[src/rtl/rawc_pkg.sv]
package rawc_pkg;
    typedef enum logic {
        W_IDLE = 1'b0,
        W_OPEN = 1'b1
    } win_state_t;

    typedef enum logic [1:0] {
        FK_NONE  = 2'b00,
        FK_EARLY = 2'b01,
        FK_LATE  = 2'b10
    } fail_kind_t;
endpackage

[src/rtl/rawc_window_fsm.sv]
module rawc_window_fsm
    import rawc_pkg::*;
#(
    parameter int unsigned MIN = 3,
    parameter int unsigned MAX = 6
) (
    input  logic       clk,
    input  logic       rst_n,
    input  logic       start_i,
    input  logic       resp_i,
    output logic       pass_o,
    output logic       fail_o,
    output logic [1:0] kind_o
);
    localparam int unsigned CW = $clog2(MAX + 2);
    localparam logic [CW-1:0] MIN_C = CW'(MIN);
    localparam logic [CW-1:0] MAX_C = CW'(MAX);

    win_state_t    state_q, state_d;
    logic [CW-1:0] cnt_q, cnt_d;
    logic          pass_d, fail_d;
    fail_kind_t    kind_d;

    always_comb begin
        state_d = state_q;
        cnt_d   = cnt_q;
        pass_d  = 1'b0;
        fail_d  = 1'b0;
        kind_d  = FK_NONE;
        unique case (state_q)
            W_IDLE: begin
                if (start_i) begin
                    if (resp_i) begin
                        if (MIN == 0) begin
                            pass_d = 1'b1;
                        end else begin
                            fail_d = 1'b1;
                            kind_d = FK_EARLY;
                        end
                    end else if (MAX == 0) begin
                        fail_d = 1'b1;
                        kind_d = FK_LATE;
                    end else begin
                        state_d = W_OPEN;
                        cnt_d   = CW'(1);
                    end
                end
            end
            W_OPEN: begin
                if (resp_i) begin
                    state_d = W_IDLE;
                    if (cnt_q < MIN_C) begin
                        fail_d = 1'b1;
                        kind_d = FK_EARLY;
                    end else begin
                        pass_d = 1'b1;
                    end
                end else if (cnt_q >= MAX_C) begin
                    state_d = W_IDLE;
                    fail_d  = 1'b1;
                    kind_d  = FK_LATE;
                end else begin
                    cnt_d = cnt_q + 1'b1;
                end
            end
            default: state_d = W_IDLE;
        endcase
    end

    always_ff @(posedge clk) begin
        if (!rst_n) begin
            state_q <= W_IDLE;
            cnt_q   <= '0;
        end else begin
            state_q <= state_d;
            cnt_q   <= cnt_d;
        end
    end

    always_ff @(posedge clk) begin
        if (!rst_n) begin
            pass_o <= 1'b0;
            fail_o <= 1'b0;
            kind_o <= FK_NONE;
        end else begin
            pass_o <= pass_d;
            fail_o <= fail_d;
            kind_o <= kind_d;
        end
    end

    assert_cnt_in_window_R4: assert property (@(posedge clk) disable iff (!rst_n)
        (state_q == W_OPEN) |-> (cnt_q >= CW'(1) && cnt_q <= MAX_C));
    assert_no_restart_R6: assert property (@(posedge clk) disable iff (!rst_n)
        (state_q == W_OPEN && !resp_i && cnt_q < MAX_C)
            |=> (state_q == W_OPEN && cnt_q == $past(cnt_q) + 1'b1));
    assert_idle_quiet_R7: assert property (@(posedge clk) disable iff (!rst_n)
        (state_q == W_IDLE && !start_i) |=> (!pass_o && !fail_o && state_q == W_IDLE));
    assert_pass_fail_excl_R3: assert property (@(posedge clk) disable iff (!rst_n)
        !(pass_o && fail_o));
endmodule

[config.mk]
export PLATFORM = sky130hd
export DESIGN_NAME = rawc_window_fsm
export DESIGN_NICKNAME = d
export VERILOG_FILES = /design/src/rtl/rawc_pkg.sv /design/src/rtl/rawc_window_fsm.sv
export SDC_FILE = /design/constraint.sdc
export NUM_CORES = 1
export LEC_CHECK = 0
export ABC_AREA = 1
export BUFFER_PORTS_ARGS = -buffer_cell sky130_fd_sc_hd__buf_2
export CAP_MARGIN = 15
export CORE_AREA = 5 5 42 44
export DETAILED_ROUTE_END_ITERATION = 6
export DIE_AREA = 0 0 47 49
export SYNTH_ARGS = -nofsm -noshare
export SYNTH_HDL_FRONTEND = slang
export SYNTH_SLANG_ARGS = --single-unit
export TNS_END_PERCENT = 20
[constraint.sdc]
create_clock -name clk -period 1 [get_ports clk]
set_input_delay 0.05 -clock clk [delete_from_list [all_inputs] [get_ports clk]]
set_output_delay 0.05 -clock clk [all_outputs]
set_load 0.05 [all_outputs]
# After elaboration in Yosys (flattened, before gate mapping)
# Cells that the tools add are included.
# classes
add_sub_neg	1
magnitude_cmp	2
n_eq_ne	4
n_mux	23
bitwise_logic	1
n_reduce_logical	2
# ops
op	n
1-bit two-way mux	13
3-bit two-way mux	4
2-bit != test, second input constant	4
3-bit one-hot mux with 2 select lines	1
2-bit two-way mux	2
1-bit one-hot mux with 2 select lines	2
2-bit one-hot mux with 2 select lines	1
4-bit AND reduction	1
3-bit by 1-bit adder with 3-bit output, second input constant	1
3-bit >= comparator, second input constant	1
3-bit by 2-bit less-than comparator with 1-bit output, second input constant	1
3-bit AND reduction	1
1-bit inverter	1
# word_totals
ff_bits	8
output_inout_bits	4
word_cells	38

# Logic depth before layout (Yosys ltp)
# Gate-level depths: netlist of the first run.
# logic_depth
depth_word	4
ltp_mapped	7

# Least setup slack after synthesis of the first run
# No wires, ideal clock.
# synth_path
kind	flip-flop to flip-flop
startpoint	reg cnt_q[0]
endpoint	reg cnt_q[2]
setup_ns	0.070
arrival_time_ns	0.841
required_time_ns	0.930
setup_slack_ns	0.089
path_stages_with_launch	8
path_buffers	0
period_less_slack_ns	0.911
cell_sequence	dfxtp_1 -> ha_1 -> inv_1 -> nand2_1 -> nand2_1 -> nor2_1 -> nand2_1 -> a21oi_1
# synth_between
elab_chain_len	4
word_cells_on_any_way	7
classes_between	1 x add/sub; 1 x order compare; 1 x eq/ne; 3 x mux; 1 x reduce/logical
# synth_lines
element	line_no	rtl
start: declaration	rawc_window_fsm.sv:20	logic [CW-1:0] cnt_q, cnt_d;
start signal: assignment	rawc_window_fsm.sv:76	cnt_q <= cnt_d;
3-bit by 1-bit adder with 3-bit output	rawc_window_fsm.sv:63	cnt_d = cnt_q + 1'b1;
3-bit two-way mux	rawc_window_fsm.sv:58	end else if (cnt_q >= MAX_C) begin
3-bit two-way mux	rawc_window_fsm.sv:50	if (resp_i) begin
3-bit one-hot mux with 2 select lines	rawc_window_fsm.sv:30	unique case (state_q)
# Parallel ways exist; a longest one is shown, timed or not. The select of a mux whose other input is x is not followed.
# A chain may end at the register's enable or synchronous reset.

# Worst setup path after layout of the first run
# layout_path
startpoint	reg cnt_q[1]
endpoint	reg cnt_q[2]
# Same word-level chain as after synthesis.

==> run_results.csv, run 1 <==
group,metric,value,unit
run_status,status,"completed",
global_routing,top_usage_layer,"met2",
global_routing,grt.met2_usage,0.0860,
routing,detail_route.vias_per_cell,4.29,
setup_path,timing.critical_path.arrival,1120,ps
sta,timing.max_slew.rel_slack,0.835,
global_routing,routing_usage_on_met3,0.0664,
pwr,power_frac_seq,0.516,
routing,detail-route-antenna-nets,0,
cts,tritoncts_clock_tree,"done",
cts,cts.repair_timing.setup_buffer_count,0,
synthesis,yosys_warnings,0,
sta,final-setup-viol-count,0,
sta,period_minus_slack,936,ps
cts,cts_buffers,3,
sta,slew_viol_final,0,
global_routing,grt_pass1_vias,271,
routing,dr.pass1.iters,2,
synthesis,ys_seq_elements,8,
pwr,switching_share,0.246,
setup_path,timing.setup.critical_path_class,"flip-flop to flip-flop",
routing,wire_length_after_detailed_routing,664,um
global_routing,global_route.usage.total,0.0678,
cts,clkSinkCount,8,
routing,detail_route.wl_per_cell,9.22,um
routing,drt_iter0_markers,4,
final_layout,antennaDiodeCount,0,
die,floorplan.die.height,49,um
cts,insertion_delay,250,ps
min_path,min-delay-path-class,"input port to flip-flop",
pwr,cellLeakagePower,0.210,nW
setup_path,cp_data_required_time,1180,ps
job,max-cap-violations,0,
cts,cts_buffer_depth,2,
synthesis,mappedNetlistNets,50,
final_layout,final_layout_size_suffix_gt1_frac,0.411,
synthesis,post_synth_instance_area,344,sq um
sta,layout_worst_path_cycle_share,0.936,
die,design.core.area,0.00140,sq mm
sta,finalSetupTns,0,ps
synthesis,postSynthCellCount,45,
final_layout,final_core_utilization,0.324,
placed_design,placedCellCount,69,
setup_path,worstPathMaxFanout,4,
global_routing,grt_pass1_wl,1.08,mm
global_routing,grtUsageMet1,0.0822,
sta,maxClockFrequency,1070,MHz
synthesis,netlist-cell-type-count,13,
setup_path,crit_path_max_incr_delay,360,ps
die,std_cell_rows,14,
setup_path,worst_path_max_delay_cell,"dfxtp_4",
cts,post_cts.resized_instances,1,
sta,finalHoldViolations,0,
synthesis,seq_area_frac_synth,0.465,
pwr,worst_ir_drop_vdd,588,uV
pwr,power_switching,160,uW
synthesis,synthesis.area_per_instance,7.65,sq um
cts,clkSlewWorstSetupHoldPaths,50,ps
global_routing,grt.overflow.total,0,
cts,cts.hold.buffers_added,0,
setup_path,critPathCaptureType,"flip-flop",
placed_design,place.detailed.hpwl,525,um
pwr,clkPwrFrac,0.361,
global_routing,grt_max_degree,7,
die,die_x,47,um
sta,clock_skew,4.09,ps
die,die_area,0.00230,sq mm
sta,setup_slack,64.4,ps
cts,clock_tree.htree_level_count,1,
placed_design,dp_worst_setup_slack,-3.40,ps
cts,clock_tree.root_cell,"clkbuf_4",
die,initial_utilization,0.246,
final_layout,design.final.nets,63,
sta,timing_worst_slew_pin_value,250,ps
routing,drc,0,
placed_design,gp_congestion,0.726,
sta,grt_setup_unrepaired,"true",
setup_path,worstPathCellList,"ha_4 > nand2_1 > nand2_1 > nor2_1 > nand2_1 > a21oi_1",
final_layout,post_layout_nonfiller_instances,72,
global_routing,grt_antenna_before_repair,0,
final_layout,filler_cell_count,159,
pwr,power_frac_comb,0.122,
routing,vias,309,
die,top_ports,8,
setup_path,startpoint_class_of_the_critical_path,"flip-flop",
final_layout,flow.area_growth_from_synthesis,32.0,%
pwr,cellPowerDensity,1440,mW/mm^2
pwr,internal_power,493,uW
setup_path,crit_path_frequent_cell,"nand2_1",
placed_design,port_buffers,7,
[metal layers]
metal,vias up,part of all wire,wire length (um)
met3,0,0.13,85
met5,-,0,0
met4,0,0,0
met1,132,0.44,295
li1,166,-,-
met2,11,0.43,283
[cell type report]
type | instances | area (sq um) | share of cell area
Sequential cell | 8 | 166 | 0.366
Inverter | 7 | 26.3 | 0.0579
Clock buffer | 3 | 22.5 | 0.0496
Timing Repair Buffer | 8 | 42.5 | 0.0937
Tap cell | 16 | 20.0 | 0.0441
Multi-Input combinational cell | 30 | 176 | 0.388
[cell usage in the layout, fill, tap and decap left out, types with 2 or more instances in the layout]
cell type  synthesis  routed
inv_2              2       3
clkbuf_4           0       3
buf_2              0       7
nor3_1             2       2
nand3_1            5       5
dfxtp_2            0       2
nand3_2            2       2
nor2_1             2       2
nand2_1           12      11
inv_1              5       4
dfxtp_1            8       5
o21ai_0            2       2
[cells by family (layout without fill, tap and decap cells)]
logic type,count (synthesis),in the layout,synth area share
AOI/OAI and AO/OA,4,4,0.0582
adders and majority gates,1,1,0.0364
buffers and inverters,7,18,0.0764
DFF,8,8,0.465
and+or+nand+nor,25,25,0.364
[worst max-delay path: cells and delay by family (launching register included)]
kind	cells	cell delay, ps
AND/OR/NAND/NOR	4	240
adder cells (fa/ha/maj)	1	160
flip-flops	1	360
AO/OA/AOI/OAI	1	100
[worst paths after layout]
check	depth (start not counted)	start	to	slack, ps
worst max register to register	6	cnt_q[1]$_SDFFE_PN0P_	cnt_q[2]$_SDFFE_PN0P_	60
worst max-delay path	6	cnt_q[1]$_SDFFE_PN0P_	cnt_q[2]$_SDFFE_PN0P_	60
worst min register to register	2	cnt_q[2]$_SDFFE_PN0P_	cnt_q[2]$_SDFFE_PN0P_	520
worst min-delay path	2	resp_i	kind_o[1]$_SDFF_PP0_	50
[cell usage after synthesis]
cell	n	share of area
o21ai_0	2	0.029
nand3_2	2	0.058
dfxtp_1	8	0.47
nor2_1	2	0.022
nor3_1	2	0.029
nand2_4	1	0.033
inv_2	2	0.022
nand3_1	5	0.073
nand2_1	12	0.13
ha_1	1	0.036
nand4_1	1	0.018
a21oi_1	2	0.029
inv_1	5	0.055
[state kept, by name, indices dropped and copies added (netlist names)]
signal / cells
kind_o: 2
state_q: 1
fail_o: 1
pass_o: 1
cnt_q: 3
[per-stage QoR]
| stage | power (mW) | area, sq um | hold WS [ps] |
|---|---|---|---|
| 2_1_floorplan | 0.393 | 344 | 129 |
| 3_3_place_gp | 0.420 | 407 | 297 |
| 3_5_place_dp | 0.421 | 407 | 305 |
| 4_1_cts | 0.668 | 430 | 41.0 |
| 5_1_grt | 0.701 | 454 | 44.9 |
| 6_report | 0.653 | 454 | 50.4 |
[power by group through the flow]
| stage | clock network [mW] | registers (mW) | logic, mW |
|---|---|---|---|
| after floorplan | 0 | 0.360 | 0.0325 |
| after global placement | 0 | 0.343 | 0.0772 |
| after detailed placement | 0 | 0.343 | 0.0783 |
| after CTS | 0.253 | 0.336 | 0.0785 |
| after global routing | 0.273 | 0.338 | 0.0898 |
| final | 0.236 | 0.337 | 0.0800 |
(Power assumes the default switching activity.)
==> run 2: changes to the inputs <==
--- a/config.mk
+++ b/config.mk
@@ -11,6 +11,7 @@
 export CORE_AREA = 5 5 42 44
 export DETAILED_ROUTE_END_ITERATION = 6
 export DIE_AREA = 0 0 47 49
+export RECOVER_POWER = 50
 export SYNTH_ARGS = -nofsm -noshare
 export SYNTH_HDL_FRONTEND = slang
 export SYNTH_SLANG_ARGS = --single-unit
==> run_results.csv, run 2 (synthesized netlist as in run 1, its figures left out) <==
group,metric,value,unit
run_status,status,"completed",
sta,finalSetupTns,0,ps
sta,final-setup-viol-count,0,
pwr,design_power_total,653,uW
final_layout,filler_cell_count,159,
routing,wire_length_after_detailed_routing,664,um
placed_design,dp_worst_setup_slack,-3.40,ps
cts,clock_tree.htree_level_count,1,
sta,clock_skew,4.09,ps
setup_path,timing.critical_path.arrival,1120,ps
final_layout,design.final.nets,63,
setup_path,cp_data_required_time,1180,ps
final_layout,sequential_cell_area,166,sq um
sta,timing.max_slew.rel_slack,0.816,
sta,period_minus_slack,936,ps
setup_path,startpoint_class_of_the_critical_path,"flip-flop",
final_layout,layout.cells.most_common,"nand2_1",
sta,maxClockFrequency,1070,MHz
final_layout,most_flops_register,"cnt_q",
setup_path,worstPathMaxFanout,4,
global_routing,global_route.usage.total,0.0678,
routing,dr.pass1.iters,2,
pwr,cellLeakagePower,0.208,nW
setup_path,timing.setup.critical_path_class,"flip-flop to flip-flop",
final_layout,largest_register_ffs,3,
cts,tritoncts_clock_tree,"done",
cts,cts.repair_timing.setup_buffer_count,0,
cts,clkSlewWorstSetupHoldPaths,50,ps
cts,insertion_delay,250,ps
cts,clock_tree.root_cell,"clkbuf_4",
routing,drc,0,
final_layout,multi_input_comb_area,176,sq um
die,std_cell_rows,14,
pwr,worst_ir_drop_vdd,588,uV
die,top_ports,8,
global_routing,grt.overflow.total,0,
final_layout,leading_cell_types_in_the_layout_fill_and_taps_excluded,"11 x nand2_1, 5 x nand3_1, 5 x dfxtp_1, 5 x buf_2, 4 x inv_1",
global_routing,grt_pass1_wl,1.08,mm
sta,hold_slack,50.4,ps
global_routing,grt_antenna_before_repair,0,
sta,setup_slack,64.4,ps
sta,layout_worst_path_cycle_share,0.936,
cts,post_cts.resized_instances,1,
die,die_area,0.00230,sq mm
sta,timing_worst_slew_pin_value,277,ps
job,max-cap-violations,0,
placed_design,place.detailed.hpwl,525,um
routing,vias,309,
setup_path,crit_path_frequent_cell,"nand2_1",
cts,clkSinkCount,8,
die,initial_utilization,0.246,
min_path,min-delay-path-class,"input port to flip-flop",
sta,finalHoldViolations,0,
setup_path,crit_path_max_incr_delay,360,ps
setup_path,worstPathCellList,"ha_4 > nand2_1 > nand2_1 > nor2_1 > nand2_1 > a21oi_1",
routing,drt_iter0_markers,4,
routing,detail-route-antenna-nets,0,
final_layout,flow.area_growth_from_synthesis,32.0,%
cts,cts_buffers,3,
cts,cts_buffer_depth,2,
sta,grt_setup_unrepaired,"true",
die,floorplan.die.height,49,um
die,design.core.area,0.00140,sq mm
die,die_x,47,um
routing,detail_route.vias_per_cell,4.29,
cts,cts.hold.buffers_added,0,
final_layout,antennaDiodeCount,0,
setup_path,worst_path_max_delay_cell,"dfxtp_4",
placed_design,gp_congestion,0.726,
final_layout,reg.largest.list,"cnt_q x3, kind_o x2",
global_routing,grt_pass1_vias,271,
setup_path,critPathCaptureType,"flip-flop",
pwr,cellPowerDensity,1440,mW/mm^2
final_layout,final_layout_size_suffix_gt1_frac,0.411,
global_routing,grt_max_degree,7,
placed_design,port_buffers,7,
sta,slew_viol_final,0,
routing,detail_route.wl_per_cell,9.22,um
==> run 2: final timing paths <==
| kind | cells after the start | slack, ps | end | startpoint |
|---|---|---|---|---|
| hold reg to reg | 2 | 520 | cnt_q[2]$_SDFFE_PN0P_ | cnt_q[2]$_SDFFE_PN0P_ |
| setup / recovery | 6 | 60 | cnt_q[2]$_SDFFE_PN0P_ | cnt_q[1]$_SDFFE_PN0P_ |
| hold / removal | 2 | 50 | kind_o[1]$_SDFF_PP0_ | resp_i |
| setup reg to reg | 6 | 60 | cnt_q[2]$_SDFFE_PN0P_ | cnt_q[1]$_SDFFE_PN0P_ |
==> run 2: worst max-delay path, delay by kind of cell, from the launching register on <==
kind	cells	cell delay, ps
DFF	1	360
and+or+nand+nor	4	240
adders and majority gates	1	160
AOI/OAI and AO/OA	1	100
==> run 2: layout make-up <==
cell class	instances	area share
inverter	7	0.0579
tap	16	0.0441
clock buffer	3	0.0496
sequential	8	0.366
multi-input combinational	30	0.388
timing repair buffer	8	0.0937
==> run 2: routing by layer <==
layer | vias up | GRT usage | share of wire
met4 | 0 | 0.0138 | 0
met5 | - | 0 | 0
met3 | 0 | 0.0664 | 0.14
met2 | 11 | 0.0860 | 0.43
met1 | 132 | 0.0822 | 0.43
li1 | 166 | - | -
==> run 2: metrics by stage <==
| stage | instance area (sq um) | instances | util |
|---|---|---|---|
| CTS | 430 | 72 | 0.307 |
| floorplan | 344 | 45 | - |
| global route | 454 | 72 | 0.324 |
| detailed placement | 407 | 69 | 0.290 |
| finish | 454 | 72 | 0.324 |
| global placement | 407 | 69 | 0.290 |
==> run 2: power breakdown <==
part	internal (mW)	total [mW]	switching, mW
clock	0.137	0.236	0.0994
sequential	0.329	0.337	0.00826
combinational	0.0270	0.0799	0.0529
total	0.493	0.653	0.161
==> run 3: changes to the inputs <==
--- a/config.mk
+++ b/config.mk
@@ -11,6 +11,7 @@
 export CORE_AREA = 5 5 42 44
 export DETAILED_ROUTE_END_ITERATION = 6
 export DIE_AREA = 0 0 47 49
+export HOLD_SLACK_MARGIN = 0.15
 export RECOVER_POWER = 50
 export SYNTH_ARGS = -nofsm -noshare
 export SYNTH_HDL_FRONTEND = slang
==> constraint.sdc (replaced) <==
create_clock -name clk -period 1 [get_ports clk]
set_input_delay 0.3 -clock clk [delete_from_list [all_inputs] [get_ports clk]]
set_output_delay 0.3 -clock clk [all_outputs]
set_load 0.05 [all_outputs]
==> run_results.csv, run 3 (synthesized netlist as in run 1, its figures left out) <==
group,metric,value,unit
placed_design,placedInstanceArea,414,sq um
sta,maxClockFrequency,988,MHz
sta,setup_slack,-11.9,ps
pwr,cellPowerDensity,1340,mW/mm^2
setup_path,timing.setup.critical_path_class,"flip-flop to primary output",
cts,cts.hold.buffers_added,0,
setup_path,worst_setup_path_startpoint,"pass_o$_SDFF_PN0_",
global_routing,routing_usage_on_met3,0.0664,
setup_path,r2r_setup_slack,20,ps
placed_design,place.detailed.hpwl,538,um
min_path,whs_path_depth,3,
run_status,status,"finished with violations",
pwr,power_frac_comb,0.137,
global_routing,grtUsageMet1,0.0822,
routing,drt_iter0_markers,5,
global_routing,grt.met2_usage,0.0905,
run_status,violated_checks,"setup timing",
die,floorplan.die.height,49,um
final_layout,largest_register_ffs,3,
cts,tritoncts_clock_tree,"done",
die,std_cell_rows,14,
final_layout,final_layout_size_suffix_gt1_frac,0.474,
min_path,worstHoldEndpoint,"pass_o$_SDFF_PN0_",
setup_path,critPathCaptureType,"primary output",
setup_path,startpoint_of_the_most_critical_register_to_register_path,"cnt_q[1]$_SDFFE_PN0P_",
die,die_area,0.00230,sq mm
setup_path,critPathBufInv,1,
pwr,internal_power,504,uW
final_layout,reg.largest.list,"cnt_q x3, kind_o x2",
routing,detail-route-antenna-nets,0,
sta,layout_worst_path_cycle_share,1.01,
setup_path,crit_path_max_incr_delay,320,ps
routing,drc,0,
min_path,min-delay-path-class,"input port to flip-flop",
global_routing,grt_pass1_vias,286,
global_routing,global_route.usage.total,0.0693,
sta,final-setup-viol-count,4,
pwr,switching_share,0.245,
setup_path,worst_path_max_delay_cell,"dfxtp_2",
sta,slew_viol_final,0,
sta,finalSetupTns,-42.9,ps
setup_path,worst_r2r_dst,"cnt_q[2]$_SDFFE_PN0P_",
placed_design,gp_congestion,0.728,
pwr,power_frac_seq,0.509,
pwr,cellLeakagePower,0.221,nW
die,top_ports,8,
setup_path,startpoint_class_of_the_critical_path,"flip-flop",
sta,timing_worst_slew_pin_value,185,ps
routing,detail_route.vias_per_cell,4.49,
setup_path,cp_data_required_time,700,ps
sta,clock_skew,0.398,ps
placed_design,dp_worst_setup_slack,-4.63,ps
final_layout,post_layout_nonfiller_instances,73,
global_routing,grt_max_degree,7,
setup_path,worstPathMaxFanout,1,
die,die_x,47,um
sta,period_minus_slack,1010,ps
min_path,hold_start,"resp_i",
pwr,power_switching,163,uW
placed_design,placedCellCount,70,
cts,cts_buffer_depth,2,
routing,vias,328,
global_routing,grt_antenna_before_repair,0,
die,initial_utilization,0.246,
final_layout,layout.cells.most_common,"nand2_1",
cts,cts_buffers,3,
final_layout,design.final.nets,64,
pwr,clkPwrFrac,0.354,
final_layout,flow.area_growth_from_synthesis,44.7,%
cts,cts.repair_timing.setup_buffer_count,0,
sta,grt_setup_unrepaired,"true",
sta,finalHoldViolations,0,
placed_design,port_buffers,7,
final_layout,most_flops_register,"cnt_q",
sta,timing.max_slew.rel_slack,0.876,
setup_path,worstPathCellList,"buf_8",
cts,clkSlewWorstSetupHoldPaths,50,ps
job,max-cap-violations,0,
cts,clock_tree.htree_level_count,1,
setup_path,timing.critical_path.arrival,710,ps
setup_path,timing.critical_path.max_delay_family,"flip-flops",
final_layout,leading_cell_types_in_the_layout_fill_and_taps_excluded,"11 x nand2_1, 5 x nand3_1, 5 x dfxtp_2, 4 x inv_1",
setup_path,r2r_cells,7,
global_routing,top_usage_layer,"met2",
global_routing,grt.overflow.total,0,
cts,clock_tree.root_cell,"clkbuf_4",
final_layout,final_design_area_no_fill,498,sq um
cts,insertion_delay,250,ps
cts,clkSinkCount,8,
final_layout,antennaDiodeCount,0,
pwr,worst_ir_drop_vdd,596,uV
die,design.core.area,0.00140,sq mm
routing,dr.pass1.iters,4,
global_routing,grt_pass1_wl,1.11,mm
routing,detail_route.wl_per_cell,9.62,um
routing,wire_length_after_detailed_routing,702,um
-- run 3: per-stage QoR --
step / hold slack (ps) / power [mW] / util
2_1_floorplan: 379 / 0.393 / -
3_3_place_gp: 491 / 0.423 / 0.296
3_5_place_dp: 501 / 0.424 / 0.296
4_1_cts: 327 / 0.676 / 0.339
5_1_grt: 347 / 0.709 / 0.355
6_report: 333 / 0.667 / 0.355
-- run 3: final cells by class --
type | count | area, sq um
Sequential cell | 8 | 170
Clock buffer | 3 | 22.5
Timing Repair Buffer | 9 | 82.6
Inverter | 7 | 26.3
Multi-Input combinational cell | 30 | 176
Tap cell | 16 | 20.0
Fill cell | 149 | 903
-- run 3: per-layer routing --
metal | vias to the layer above | wire [um]
li1 | 170 | -
met5 | - | 0
met3 | 0 | 77
met4 | 0 | 0
met1 | 147 | 302
met2 | 11 | 322
-- run 3: what timing repair did --
| action | CTS | global route |
|---|---|---|
| gates resized for setup | 15 | 7 |
| setup endpoints to repair | 5 | 9 |
| pin swaps | 0 | 6 |
-- run 3: how the worst max path moves through the flow --
stage	to	slack [ps]	cells after the start
CTS	pass_o	-20	1
global placement	cnt_q[2]$_SDFFE_PN0P_	10	7
detailed placement	cnt_q[2]$_SDFFE_PN0P_	-5	7
global route	cnt_q[2]$_SDFFE_PN0P_	-100	7
finish	pass_o	-10	1
floorplan	cnt_q[2]$_SDFFE_PN0P_	90	7
-- run 3: power by group through the flow --
stage | registers (mW) | clock network, mW | logic [mW]
after CTS | 0.339 | 0.249 | 0.0883
after global routing | 0.341 | 0.266 | 0.102
final | 0.340 | 0.236 | 0.0914
after global placement | 0.343 | 0 | 0.0802
after floorplan | 0.360 | 0 | 0.0325
after detailed placement | 0.343 | 0 | 0.0807
-- run 3: worst register-to-register path: stages (launching register included) --
cell     delay (ps)
dfxtp_4         370
ha_4            140
inv_2            30
nand2_2          40
nand2_1          50
nor2_1          100
nand2_1          60
a21oi_1         120
